`config.mk`:
```
export PLATFORM = sky130hd
export DESIGN_NAME = debounce_irq_port
export DESIGN_NICKNAME = d
export VERILOG_FILES = /design/src/rtl/dip_pkg.sv /design/src/rtl/dip_sync.sv /design/src/rtl/dip_filt_grp.sv /design/src/rtl/dip_factor.sv /design/src/rtl/debounce_irq_port.sv
export SDC_FILE = /design/constraint.sdc
export NUM_CORES = 1
export LEC_CHECK = 0
export BUFFER_PORTS_ARGS = -buffer_cell sky130_fd_sc_hd__buf_2
export CORE_ASPECT_RATIO = 1.5
export CORE_MARGIN = 5
export CORE_UTILIZATION = 37
export CTS_CLUSTER_SIZE = 14
export DETAILED_ROUTE_END_ITERATION = 10
export GPL_TIMING_DRIVEN = 0
export PLACE_DENSITY = 0.64
export SLEW_MARGIN = 20
export SYNTH_ARGS = -nofsm -noshare
export SYNTH_HDL_FRONTEND = slang
export SYNTH_HIERARCHICAL = 1
export SYNTH_SLANG_ARGS = --single-unit
```
`constraint.sdc`:
```
create_clock -name clk -period 3.5 [get_ports clk]
set_clock_uncertainty 0.2 [all_clocks]
set_input_delay 0.175 -clock clk [delete_from_list [all_inputs] [get_ports clk]]
set_output_delay 0.175 -clock clk [all_outputs]
set_load 0.01 [all_outputs]
```
`src/rtl/dip_pkg.sv`:
```
// Package: shared register address map and the filter code to check-length mapping.
// Assumes a 3-bit register address space.
package dip_pkg;

    localparam int ADDR_W = 3;

    typedef logic [2:0] chk_code_t;

    typedef enum logic [ADDR_W-1:0] {
        RA_EDGE  = 3'd0,
        RA_MASK  = 3'd1,
        RA_FLAG  = 3'd2,
        RA_FILT  = 3'd3,
        RA_PRIO  = 3'd4,
        RA_LEVEL = 3'd5
    } reg_addr_e;

    // Map a filter code to its check length in slow ticks (0 = bypass).
    function automatic int unsigned check_len(chk_code_t code, int unsigned l1,
                                              int unsigned l2, int unsigned l3,
                                              int unsigned l4);
        case (code)
            3'd1:    return l1;
            3'd2:    return l2;
            3'd3:    return l3;
            3'd4:    return l4;
            default: return 0;
        endcase
    endfunction

endpackage

```
`src/rtl/dip_sync.sv`:
```
// Module: two-flop synchronizer for a vector of asynchronous pins.
// Assumes each bit is independent (no multi-bit coherency needed).
module dip_sync #(
    parameter int W = 8
) (
    input  logic         clk,
    input  logic         rst_n,
    input  logic [W-1:0] d,
    output logic [W-1:0] q
);
    logic [W-1:0] meta_q;
    logic [W-1:0] sync_q;

    // Two-stage capture of the raw pins.
    always_ff @(posedge clk) begin
        if (!rst_n) begin
            meta_q <= '0;
            sync_q <= '0;
        end else begin
            meta_q <= d;
            sync_q <= meta_q;
        end
    end

    assign q = sync_q;
endmodule

```
`src/rtl/dip_filt_grp.sv`:
```
// Module: level-check filter for one group of pins sharing a filter code,
// plus the hold-off counter that quiets flag setting after a code change.
// Assumes code_wr pulses in the same cycle the code register takes code_nxt.
module dip_filt_grp
    import dip_pkg::*;
#(
    parameter int          W     = 4,
    parameter int unsigned LEN_A = 128,
    parameter int unsigned LEN_B = 512,
    parameter int unsigned LEN_C = 2048,
    parameter int unsigned LEN_D = 4096,
    parameter int          CW    = $clog2(LEN_D + 3)
) (
    input  logic         clk,
    input  logic         rst_n,
    input  logic         tick,
    input  logic [W-1:0] raw,
    input  chk_code_t    code,
    input  logic         code_wr,
    input  chk_code_t    code_nxt,
    output logic [W-1:0] filt,
    output logic         quiet
);
    logic [CW-1:0] lim;
    logic [CW-1:0] lim_nxt;
    logic          bypass;
    logic [CW-1:0] hold_q;

    assign lim     = CW'(check_len(code, LEN_A, LEN_B, LEN_C, LEN_D));
    assign lim_nxt = CW'(check_len(code_nxt, LEN_A, LEN_B, LEN_C, LEN_D));
    assign bypass  = (lim == '0);
    assign quiet   = (hold_q != '0);

    for (genvar i = 0; i < W; i++) begin : g_bit
        logic          lvl_q;
        logic [CW-1:0] cnt_q;

        // Count ticks while the pin differs from the accepted level; accept at the limit.
        always_ff @(posedge clk) begin
            if (!rst_n) begin
                lvl_q <= 1'b0;
                cnt_q <= '0;
            end else if (code_wr) begin
                cnt_q <= '0;
            end else if (bypass) begin
                lvl_q <= raw[i];
            end else if (raw[i] == lvl_q) begin
                cnt_q <= '0;
            end else if (tick) begin
                if (cnt_q == lim - 1'b1) begin
                    lvl_q <= raw[i];
                    cnt_q <= '0;
                end else begin
                    cnt_q <= cnt_q + 1'b1;
                end
            end
        end

        assign filt[i] = lvl_q;

        assert_cnt_range_R3: assert property (@(posedge clk) disable iff (!rst_n)
            (!bypass) |-> (cnt_q < lim));
    end

    // Hold-off: new check length plus two ticks after a code change.
    always_ff @(posedge clk) begin
        if (!rst_n) begin
            hold_q <= '0;
        end else if (code_wr) begin
            hold_q <= lim_nxt + CW'(2);
        end else if (tick && quiet) begin
            hold_q <= hold_q - 1'b1;
        end
    end

    assert_filt_tick_only_R10: assert property (@(posedge clk) disable iff (!rst_n)
        (!bypass && !tick && !code_wr) |=> $stable(filt));

    assert_hold_tick_only_R10: assert property (@(posedge clk) disable iff (!rst_n)
        (!tick && !code_wr) |=> $stable(hold_q));
endmodule

```
`src/rtl/dip_factor.sv`:
```
// Module: edge detection on filtered levels and sticky factor flags.
// Assumes clr is a write-1-to-clear mask valid for one cycle.
module dip_factor #(
    parameter int W = 8
) (
    input  logic         clk,
    input  logic         rst_n,
    input  logic [W-1:0] filt,
    input  logic [W-1:0] fall_sel,
    input  logic [W-1:0] quiet,
    input  logic [W-1:0] clr,
    output logic [W-1:0] flags
);
    logic [W-1:0] prev_q;
    logic [W-1:0] rise;
    logic [W-1:0] fall;
    logic [W-1:0] hit;
    logic [W-1:0] flag_q;

    assign rise  = filt & ~prev_q;
    assign fall  = ~filt & prev_q;
    assign hit   = ((fall_sel & fall) | (~fall_sel & rise)) & ~quiet;
    assign flags = flag_q;

    // Remember the previous filtered level.
    always_ff @(posedge clk) begin
        if (!rst_n) prev_q <= '0;
        else        prev_q <= filt;
    end

    // Sticky flags: clear by mask, a new hit wins over a clear.
    always_ff @(posedge clk) begin
        if (!rst_n) flag_q <= '0;
        else        flag_q <= (flag_q & ~clr) | hit;
    end

    assert_sticky_R6: assert property (@(posedge clk) disable iff (!rst_n)
        1'b1 |=> (((($past(flag_q) & ~$past(clr))) & ~flag_q) == '0));

    assert_quiet_blocks_R9: assert property (@(posedge clk) disable iff (!rst_n)
        (|quiet) |=> (((flag_q & ~$past(flag_q)) & $past(quiet)) == '0));
endmodule

```
`src/rtl/debounce_irq_port.sv`:
```
// Module: top of the debounced edge-interrupt input port. Holds the
// configuration registers, the read mux and the request/level outputs.
// Assumes N_BITS is a multiple of GRP_W and GRP_W >= 4 (code field + spare bit).
module debounce_irq_port
    import dip_pkg::*;
#(
    parameter int          N_BITS = 8,
    parameter int          GRP_W  = 4,
    parameter int unsigned LEN_A  = 128,
    parameter int unsigned LEN_B  = 512,
    parameter int unsigned LEN_C  = 2048,
    parameter int unsigned LEN_D  = 4096
) (
    input  logic              clk,
    input  logic              rst_n,
    input  logic              slow_tick,
    input  logic [N_BITS-1:0] pin_in,
    input  logic              wr_en,
    input  logic [ADDR_W-1:0] wr_addr,
    input  logic [N_BITS-1:0] wr_data,
    input  logic [ADDR_W-1:0] rd_addr,
    output logic [N_BITS-1:0] rd_data,
    output logic              irq_req,
    output logic [1:0]        irq_level
);
    localparam int N_GRP = N_BITS / GRP_W;
    localparam int CW    = $clog2(LEN_D + 3);

    logic [N_BITS-1:0] raw;
    logic [N_BITS-1:0] filt;
    logic [N_BITS-1:0] quiet_bits;
    logic [N_BITS-1:0] flags;
    logic [N_BITS-1:0] fall_sel_q;
    logic [N_BITS-1:0] mask_q;
    logic [1:0]        prio_q;
    logic [N_BITS-1:0] cfg_view;
    logic [N_BITS-1:0] clr;
    logic              wr_cfg;

    assign wr_cfg = wr_en && (reg_addr_e'(wr_addr) == RA_FILT);
    assign clr    = (wr_en && (reg_addr_e'(wr_addr) == RA_FLAG)) ? wr_data : '0;

    dip_sync #(.W(N_BITS)) u_sync (
        .clk   (clk),
        .rst_n (rst_n),
        .d     (pin_in),
        .q     (raw)
    );

    for (genvar g = 0; g < N_GRP; g++) begin : g_grp
        chk_code_t code_q;
        chk_code_t code_nxt;
        logic      code_chg;
        logic      quiet;

        assign code_nxt = wr_data[g*GRP_W +: 3];
        assign code_chg = wr_cfg && (code_nxt != code_q);

        // Group filter code register.
        always_ff @(posedge clk) begin
            if (!rst_n)      code_q <= '0;
            else if (wr_cfg) code_q <= code_nxt;
        end

        dip_filt_grp #(
            .W(GRP_W), .LEN_A(LEN_A), .LEN_B(LEN_B), .LEN_C(LEN_C), .LEN_D(LEN_D), .CW(CW)
        ) u_filt (
            .clk      (clk),
            .rst_n    (rst_n),
            .tick     (slow_tick),
            .raw      (raw[g*GRP_W +: GRP_W]),
            .code     (code_q),
            .code_wr  (code_chg),
            .code_nxt (code_nxt),
            .filt     (filt[g*GRP_W +: GRP_W]),
            .quiet    (quiet)
        );

        assign quiet_bits[g*GRP_W +: GRP_W] = {GRP_W{quiet}};
        assign cfg_view[g*GRP_W +: GRP_W]   = {{(GRP_W-3){1'b0}}, code_q};
    end

    dip_factor #(.W(N_BITS)) u_factor (
        .clk      (clk),
        .rst_n    (rst_n),
        .filt     (filt),
        .fall_sel (fall_sel_q),
        .quiet    (quiet_bits),
        .clr      (clr),
        .flags    (flags)
    );

    // Edge-select, enable and priority registers.
    always_ff @(posedge clk) begin
        if (!rst_n) begin
            fall_sel_q <= '0;
            mask_q     <= '0;
            prio_q     <= '0;
        end else if (wr_en) begin
            case (reg_addr_e'(wr_addr))
                RA_EDGE: fall_sel_q <= wr_data;
                RA_MASK: mask_q     <= wr_data;
                RA_PRIO: prio_q     <= wr_data[1:0];
                default: ;
            endcase
        end
    end

    // Combinational register read mux.
    always_comb begin
        case (reg_addr_e'(rd_addr))
            RA_EDGE:  rd_data = fall_sel_q;
            RA_MASK:  rd_data = mask_q;
            RA_FLAG:  rd_data = flags;
            RA_FILT:  rd_data = cfg_view;
            RA_PRIO:  rd_data = {{(N_BITS-2){1'b0}}, prio_q};
            RA_LEVEL: rd_data = filt;
            default:  rd_data = '0;
        endcase
    end

    assign irq_req   = (|(flags & mask_q)) && (prio_q != 2'd0);
    assign irq_level = irq_req ? prio_q : 2'd0;

    assert_prio_zero_R8: assert property (@(posedge clk) disable iff (!rst_n)
        (prio_q == 2'd0) |-> (!irq_req && irq_level == 2'd0));
endmodule

```
==> impl_metrics.toml, run 1 <==
[floorplan]
core_area_um2 = 28600
row_count = 76
die_w_um = 149
chipHeight_um = 218
floorplan.io_pins = 37
die_area_um2 = 32500
floorplan.initialDensity_pct = 37.4

[worst_setup_path]
criticalPathCategory = "flip-flop to flip-flop"
worst-endpoint-arrival_ns = 3.41
timing.critical_path.to_type = "flip-flop"
crit_path_max_fanout = 10
worst_ep_required_time_ns = 3.62
timing.critical_path.from_type = "flip-flop"

[routing]
detail_route.wl_per_cell_um = 15.4
met2WireLength_um = 14100
via_count = 9551
drc_errors = 0
top_layer_used_by_detailed_routing = "met4"
drt_first_pass_iters = 5
detail_route.vias_per_cell = 5.45
finalWirelength_um = 27000
met3WireLength_um = 683
wl_met1_um = 11400
dr.first_iter.drc_count = 400
drtAntennaViolNets = 0

[hold_path]
worst_hold_path_type = "primary input to flip-flop"

[power_and_ir_drop]
power.share.sequential_pct = 44.1
clock_network_fraction_of_total_power_pct = 34.2
p_comb_share_pct = 21.7
power.switching_mw = 1.81
vdd_ir_drop_max_v = 0.000272
p_per_area_nw_per_um2 = 460
leakagePower_nw = 4.40
internal_power_mw = 3.82
total_power_mw = 5.63
swShare_pct = 32.1

[sta]
min_period_ns = 3.28
clock.fmax_mhz = 305
fin_crit_sh_pct = 93.8
finalHoldViolations = 0
rsz_0062_raised_after_global_routing = "yes"
worst_pin_slew_ns = 0.914
fin_hold_ws_ns = 0.105
timing_max_transition_violations_final = 0
max_slew_margin_vs_limit_pct = 38.6
timing.final.setup_violations = 0

[placed_design]
port-buffer-count = 34
routabilityCongestion = 0.863
post-dp-hpwl_um = 19400

[global_route]
gr-total-overflow = 0
gr-usage-all-layers_pct = 16.6
first_global_vias = 9182
grt_max_degree = 30
grt_antenna_before_repair = 0
grt_pass1_wl_um = 44900

[synth]
synth.mux.area_fraction_pct = 3.84
yosys_warnings = 6
post_synthesis_compound_gate_area_fraction_pct = 16.2
synth-async-reset-ratio_pct = 0
synth_nets = 1313
synthSimpleGateAreaFrac_pct = 30.1
post_synth_most_frequent_cells = "sky130_fd_sc_hd__dfxtp_1, sky130_fd_sc_hd__nand2_1, sky130_fd_sc_hd__nor2_1, sky130_fd_sc_hd__nand3_1, sky130_fd_sc_hd__a21oi_1"
yosys.area.top_type_share_pct = 36.3
synth_top_family_by_area = "simple AND/OR/NAND/NOR gates"
synth.area.top_cells = "sky130_fd_sc_hd__dfxtp_1, sky130_fd_sc_hd__nand2_1, sky130_fd_sc_hd__nor2_1"
number_of_different_library_cells_in_the_post_synthesis_netlist = 85
synth_enable_flop_cells = 0
synth_sequential_area_ratio_pct = 36.3
synth.avg_cell_area_um2 = 8.40
synth_xor_area_share_pct = 8.27
post_synth_inst_count = 1275
synth_adder_area_share_pct = 1.40
post-synth-top-area-cell = "sky130_fd_sc_hd__dfxtp_1"
synth_flop_cell = "sky130_fd_sc_hd__dfxtp_1"
ys_seq_elements = 194
post-synth-top-count-cell = "sky130_fd_sc_hd__dfxtp_1"
synth_cell_area_um2 = 10700

[cts]
cts_inserted_buffers = 17
clkSlewWorstSetupHoldPaths_ns = 0.08
root_buffer = "sky130_fd_sc_hd__clkbuf_16"
postCtsSetupRepairBufs = 0
clockBufferDepth = 2
cts.sink_count = 194
cts_tree = "built"
cts.htree.levels = 4
clock_insertion_delay_worst_skew_ns = 0.43

[cells_and_area]
finalNetCount = 1389
num-fill-cells = 2837
layout_cells_sized_above_1_pct = 10.7
area_growth_pct = 14.2
multi_input_comb_area_um2 = 6450
diodes = 0
regArea_um2 = 3880
final_core_util_pct = 42.7

[outcome]
run_status = "finished, final reports clean"

[job]
max-cap-violations = 0
-- cells by family after synthesis --
group / after synthesis
multiplexers: 38
flip-flops: 194
XOR/XNOR: 87
AND/OR/NAND/NOR: 593
adder cells (fa/ha/maj): 12
AO/OA/AOI/OAI: 259
buffers and inverters: 92
-- flip-flops by register name, summed over array words and instances, names as in the netlist --
register,flops
u_sync/q,8
prio_q,2
u_factor/prev_q,8
g_grp.u_filt/g_bit.cnt_q,104
u_factor/flags,8
g_grp.code_q,6
g_grp.u_filt/hold_q,26
u_sync/meta_q,8
mask_q,8
fall_sel_q,8
g_grp.u_filt/g_bit.lvl_q,8
-- metal layers --
layer  GRT usage [%]  vias to the layer above
met1            18.9                     4590
met4            6.44                        0
li1                -                     4764
met3            2.39                       46
met2            30.7                      151
met5               0                        -
-- placed cells by master, fill, tap and decap left out, types with 10 or more instances in the layout --
cell type                       synthesis  final
sky130_fd_sc_hd__inv_1                 29     29
sky130_fd_sc_hd__clkbuf_1              34     32
sky130_fd_sc_hd__clkbuf_16              0     17
sky130_fd_sc_hd__and3_1                13     13
sky130_fd_sc_hd__nor2_1               112    110
sky130_fd_sc_hd__o21ai_0               50     49
sky130_fd_sc_hd__nor4_1                19     17
sky130_fd_sc_hd__xor2_1                36     36
sky130_fd_sc_hd__buf_2                 17     51
sky130_fd_sc_hd__nand4_1               30     30
sky130_fd_sc_hd__nand3b_1              14     14
sky130_fd_sc_hd__o31ai_1               14     14
sky130_fd_sc_hd__a21oi_1               62     62
sky130_fd_sc_hd__nand2_1              112    111
sky130_fd_sc_hd__dlygate4sd3_1          0     24
sky130_fd_sc_hd__xnor2_1               42     42
sky130_fd_sc_hd__ha_1                  12     12
sky130_fd_sc_hd__and2_1                40     40
sky130_fd_sc_hd__nand3_1               80     80
sky130_fd_sc_hd__nand2b_1              14     14
sky130_fd_sc_hd__nor2b_1               32     32
sky130_fd_sc_hd__and2_2                12     12
sky130_fd_sc_hd__a31oi_1               22     22
sky130_fd_sc_hd__nor3_1                37     37
sky130_fd_sc_hd__buf_4                 10     10
sky130_fd_sc_hd__o22ai_1               12     12
sky130_fd_sc_hd__or3_1                 15     15
sky130_fd_sc_hd__o21ai_1               10     11
sky130_fd_sc_hd__mux2i_1               34     34
sky130_fd_sc_hd__dfxtp_1              194    194
-- cell type report --
| cell class | count | share of cell area [%] |
|---|---|---|
| multi-input combinational | 989 | 52.8 |
| sequential | 194 | 31.8 |
| tap | 390 | 3.99 |
| clock buffer | 18 | 3.59 |
| timing repair buffer | 58 | 3.36 |
| buffer | 62 | 2.52 |
| clock inverter | 14 | 1.15 |
| inverter | 29 | 0.890 |
-- through the flow --
step           area [um^2]  setup slack (ns)  TNS, ns  std cells
4_1_cts              12200            0.0114        0       1755
5_1_grt              12200           -0.0262  -0.0262       1754
3_5_place_dp         11400           -0.0641  -0.0810       1699
6_report             12200             0.217        0       1754
2_1_floorplan        10700             0.647        0       1275
3_3_place_gp         11400            0.0407        0       1699
-- power groups by stage --
stage	Combinational [mW]	Clock [mW]	Sequential, mW
floorplan	0.926	0	2.50
global placement	1.17	0	2.53
detailed placement	1.19	0	2.53
CTS	1.22	1.98	2.48
global route	1.36	2.07	2.50
finish	1.22	1.93	2.48
-- path summary, 6_finish.rpt --
path	cells after the start	end	from	slack [ns]
setup reg to reg	11	g_grp[1].u_filt/g_bit[2].cnt_q[9]	g_grp[1].code_q[2]	0.22
setup / recovery	11	g_grp[1].u_filt/g_bit[2].cnt_q[9]	g_grp[1].code_q[2]	0.22
hold / removal	4	g_grp[1].u_filt/g_bit[0].cnt_q[0]	slow_tick	0.10
hold reg to reg	1	u_sync/q[0]	u_sync/meta_q[0]	0.25
-- worst max-delay path: stages (launching register included) --
cell and delay, ns:
sky130_fd_sc_hd__dfxtp_1 0.50, sky130_fd_sc_hd__clkbuf_1 0.37, sky130_fd_sc_hd__inv_1 0.11, sky130_fd_sc_hd__nand3_1 0.09
sky130_fd_sc_hd__ha_1 0.13, sky130_fd_sc_hd__buf_2 0.29, sky130_fd_sc_hd__inv_1 0.16, sky130_fd_sc_hd__o32ai_1 0.70
sky130_fd_sc_hd__nor3_1 0.25, sky130_fd_sc_hd__nand3_1 0.16, sky130_fd_sc_hd__xor2_1 0.17, sky130_fd_sc_hd__a21oi_1 0.05
-- timing repair --
| item | in CTS | in global routing |
|---|---|---|
| endpoints found under the hold margin | 36 | 0 |
| endpoints found under the setup margin | 4 | 43 |
| hold buffers | 24 | 0 |
| resized for setup | 2 | 10 |
Power figures use the tool's default switching activity.
==> inputs of run 2 (changes only) <==
--- a/config.mk
+++ b/config.mk
@@ -7,5 +7,6 @@
 export LEC_CHECK = 0
 export BUFFER_PORTS_ARGS = -buffer_cell sky130_fd_sc_hd__buf_2
-export CORE_ASPECT_RATIO = 1.5
+export CELL_PAD_IN_SITES_DETAIL_PLACEMENT = 1
+export CELL_PAD_IN_SITES_GLOBAL_PLACEMENT = 1
 export CORE_MARGIN = 5
 export CORE_UTILIZATION = 37
@@ -13,5 +14,5 @@
 export DETAILED_ROUTE_END_ITERATION = 10
 export GPL_TIMING_DRIVEN = 0
-export PLACE_DENSITY = 0.64
+export PLACE_DENSITY = 0.77
 export SLEW_MARGIN = 20
 export SYNTH_ARGS = -nofsm -noshare
==> constraint.sdc (replaced) <==
create_clock -name clk -period 3.5 [get_ports clk]
set_clock_uncertainty 0.2 [all_clocks]
set_input_delay 0.7 -clock clk [delete_from_list [all_inputs] [get_ports clk]]
set_output_delay 0.7 -clock clk [all_outputs]
set_load 0.01 [all_outputs]
==> impl_metrics.toml, run 2 (synthesis results as in run 1) <==
[worst_setup_path]
timing.critical_path.to_type = "flip-flop"
path_cells = "buf_2, or3b_2, ha_1, buf_2, xor2_1, nor4_1, o2111a_1, nand2b_1, or3b_2, a21oi_1"
criticalPathCategory = "flip-flop to flip-flop"
worst_path_buffer_plus_inverter_count = 2
crit_path_max_fanout = 10
max_stage_delay_ns = 0.51
timing.critical_path.from_type = "flip-flop"
worst_ep_required_time_ns = 3.61
critical-path-slowest-cell = "sky130_fd_sc_hd__o2111a_1"
worst-endpoint-arrival_ns = 3.54
critical_path.top_delay_family = "simple AND/OR/NAND/NOR gates"

[outcome]
run_status = "finished, final reports clean"

[sta]
finalHoldViolations = 0
timing.final.setup_violations = 0
min_period_ns = 3.43
worst_pin_slew_ns = 0.733
timing_max_transition_violations_final = 0
max_slew_margin_vs_limit_pct = 51.0
clock.fmax_mhz = 292
fin_crit_sh_pct = 97.9

[power_and_ir_drop]
clock_network_fraction_of_total_power_pct = 34.9
internal_power_mw = 3.93
p_per_area_nw_per_um2 = 477
swShare_pct = 31.4
vdd_ir_drop_max_v = 0.000437
total_power_mw = 5.74
leakagePower_nw = 4.34
power.share.sequential_pct = 43.4
p_comb_share_pct = 21.7
power.switching_mw = 1.80

[global_route]
gr-usage-all-layers_pct = 18.2
grt_antenna_before_repair = 0
first_global_vias = 9858
gr-total-overflow = 0
grt_max_degree = 30
grt_pass1_wl_um = 49800

[cells_and_area]
diodes = 0
layout_cells_sized_above_1_pct = 11.4
multi_input_comb_area_um2 = 6470
final_design_area_no_fill_um2 = 12000
largest_register_ff_count = 104
largest-register = "g_grp.u_filt/g_bit.cnt_q"
num-fill-cells = 3414
final_core_util_pct = 42.0
instances_no_fill = 1725
layout_common_cells = "sky130_fd_sc_hd__dfxtp_1, sky130_fd_sc_hd__nand2_1, sky130_fd_sc_hd__nor2_1"
largest_registers_in_the_final_layout = "g_grp.u_filt/g_bit.cnt_q (104), g_grp.u_filt/hold_q (26)"
area_growth_pct = 12.3
regArea_um2 = 3880
mostFrequentLayoutCell = "sky130_fd_sc_hd__dfxtp_1"
finalNetCount = 1366

[placed_design]
port-buffer-count = 34
place_area_um2 = 11400
placed_cells_incl_taps = 1693
routabilityCongestion = 0.806
post-dp-hpwl_um = 21300

[job]
max-cap-violations = 0

[cts]
clkSlewWorstSetupHoldPaths_ns = 0.07
clock_insertion_delay_worst_skew_ns = 0.44
cts_inserted_buffers = 17
cts.htree.levels = 4
cts_tree = "built"
clockBufferDepth = 2
cts.sink_count = 194
postCtsHoldBufs = 0
root_buffer = "sky130_fd_sc_hd__clkbuf_16"

[floorplan]
floorplan.io_pins = 37
row_count = 62
floorplan.initialDensity_pct = 37.4
die_area_um2 = 32400
core_area_um2 = 28600
chipHeight_um = 180
die_w_um = 180

[routing]
detail_route.vias_per_cell = 5.64
detail_route.wl_per_cell_um = 17.4
drc_errors = 0
drt_first_pass_iters = 7
via_count = 9721
drtAntennaViolNets = 0
dr.first_iter.drc_count = 581
finalWirelength_um = 30100

[hold_path]
worst_hold_path_type = "flip-flop to flip-flop"
==> run 2: cell types whose count changed in the layout (fill, tap and decap cells not counted), moves of 2 or more <==
cell	change
sky130_fd_sc_hd__inv_6	-2
sky130_fd_sc_hd__clkinvlp_4	+3
sky130_fd_sc_hd__bufinv_16	+2
sky130_fd_sc_hd__dlygate4sd3_1	-24
sky130_fd_sc_hd__buf_4	+2
sky130_fd_sc_hd__inv_8	-5
sky130_fd_sc_hd__clkbuf_1	-4
sky130_fd_sc_hd__clkbuf_2	+5
==> run 2: final timing paths <==
check,startpoint,slack [ns],end,depth (start not counted)
max reg2reg,g_grp[0].code_q[1],0.07,g_grp[0].u_filt/g_bit[0].cnt_q[10],10
min reg2reg,u_sync/meta_q[7],0.25,u_sync/q[7],1
max,g_grp[0].code_q[1],0.07,g_grp[0].u_filt/g_bit[0].cnt_q[10],10
min,u_sync/meta_q[7],0.25,u_sync/q[7],1
==> run 2: metrics by stage <==
| stage | setup slack (ns) | hold slack (ns) | TNS [ns] |
|---|---|---|---|
| 2_1_floorplan | 0.647 | 0.226 | 0 |
| 3_3_place_gp | -0.364 | 0.231 | -11.87 |
| 3_5_place_dp | -0.433 | 0.238 | -14.04 |
| 4_1_cts | 0.0132 | 0.254 | 0 |
| 5_1_grt | -0.000879 | 0.266 | -0.000879 |
| 6_report | 0.0723 | 0.253 | 0 |
==> run 2: layout make-up <==
type / instances / share of cell area, %
Multi-Input combinational cell: 989 / 53.8
Sequential cell: 194 / 32.3
Tap cell: 384 / 3.99
Clock buffer: 21 / 3.83
Buffer: 61 / 2.58
Timing Repair Buffer: 36 / 1.54
Clock inverter: 11 / 1.07
Inverter: 29 / 0.905
==> run 2: what timing repair did <==
action | in CTS | in global routing
setup endpoints to repair | 10 | 74
pin swaps | 0 | 1
resized for setup | 3 | 19
setup buffers | 0 | 2
endpoints found under the hold margin | 0 | 0
==> run 2: metal layers <==
| metal | global-route usage (%) | vias to the layer above | routed length, um |
|---|---|---|---|
| met5 | 0 | - | 0 |
| met4 | 5.87 | 0 | 408 |
| met3 | 2.56 | 27 | 889 |
| met2 | 30.8 | 131 | 14600 |
| met1 | 24.1 | 4850 | 14200 |
| li1 | - | 4713 | - |
==> run 2: power by group through the flow <==
stage	logic, mW	clock network, mW	registers [mW]
floorplan	0.926	0	2.50
global route	1.39	2.13	2.51
CTS	1.24	2.05	2.49
detailed placement	1.22	0	2.54
finish	1.25	2.00	2.49
global placement	1.18	0	2.53
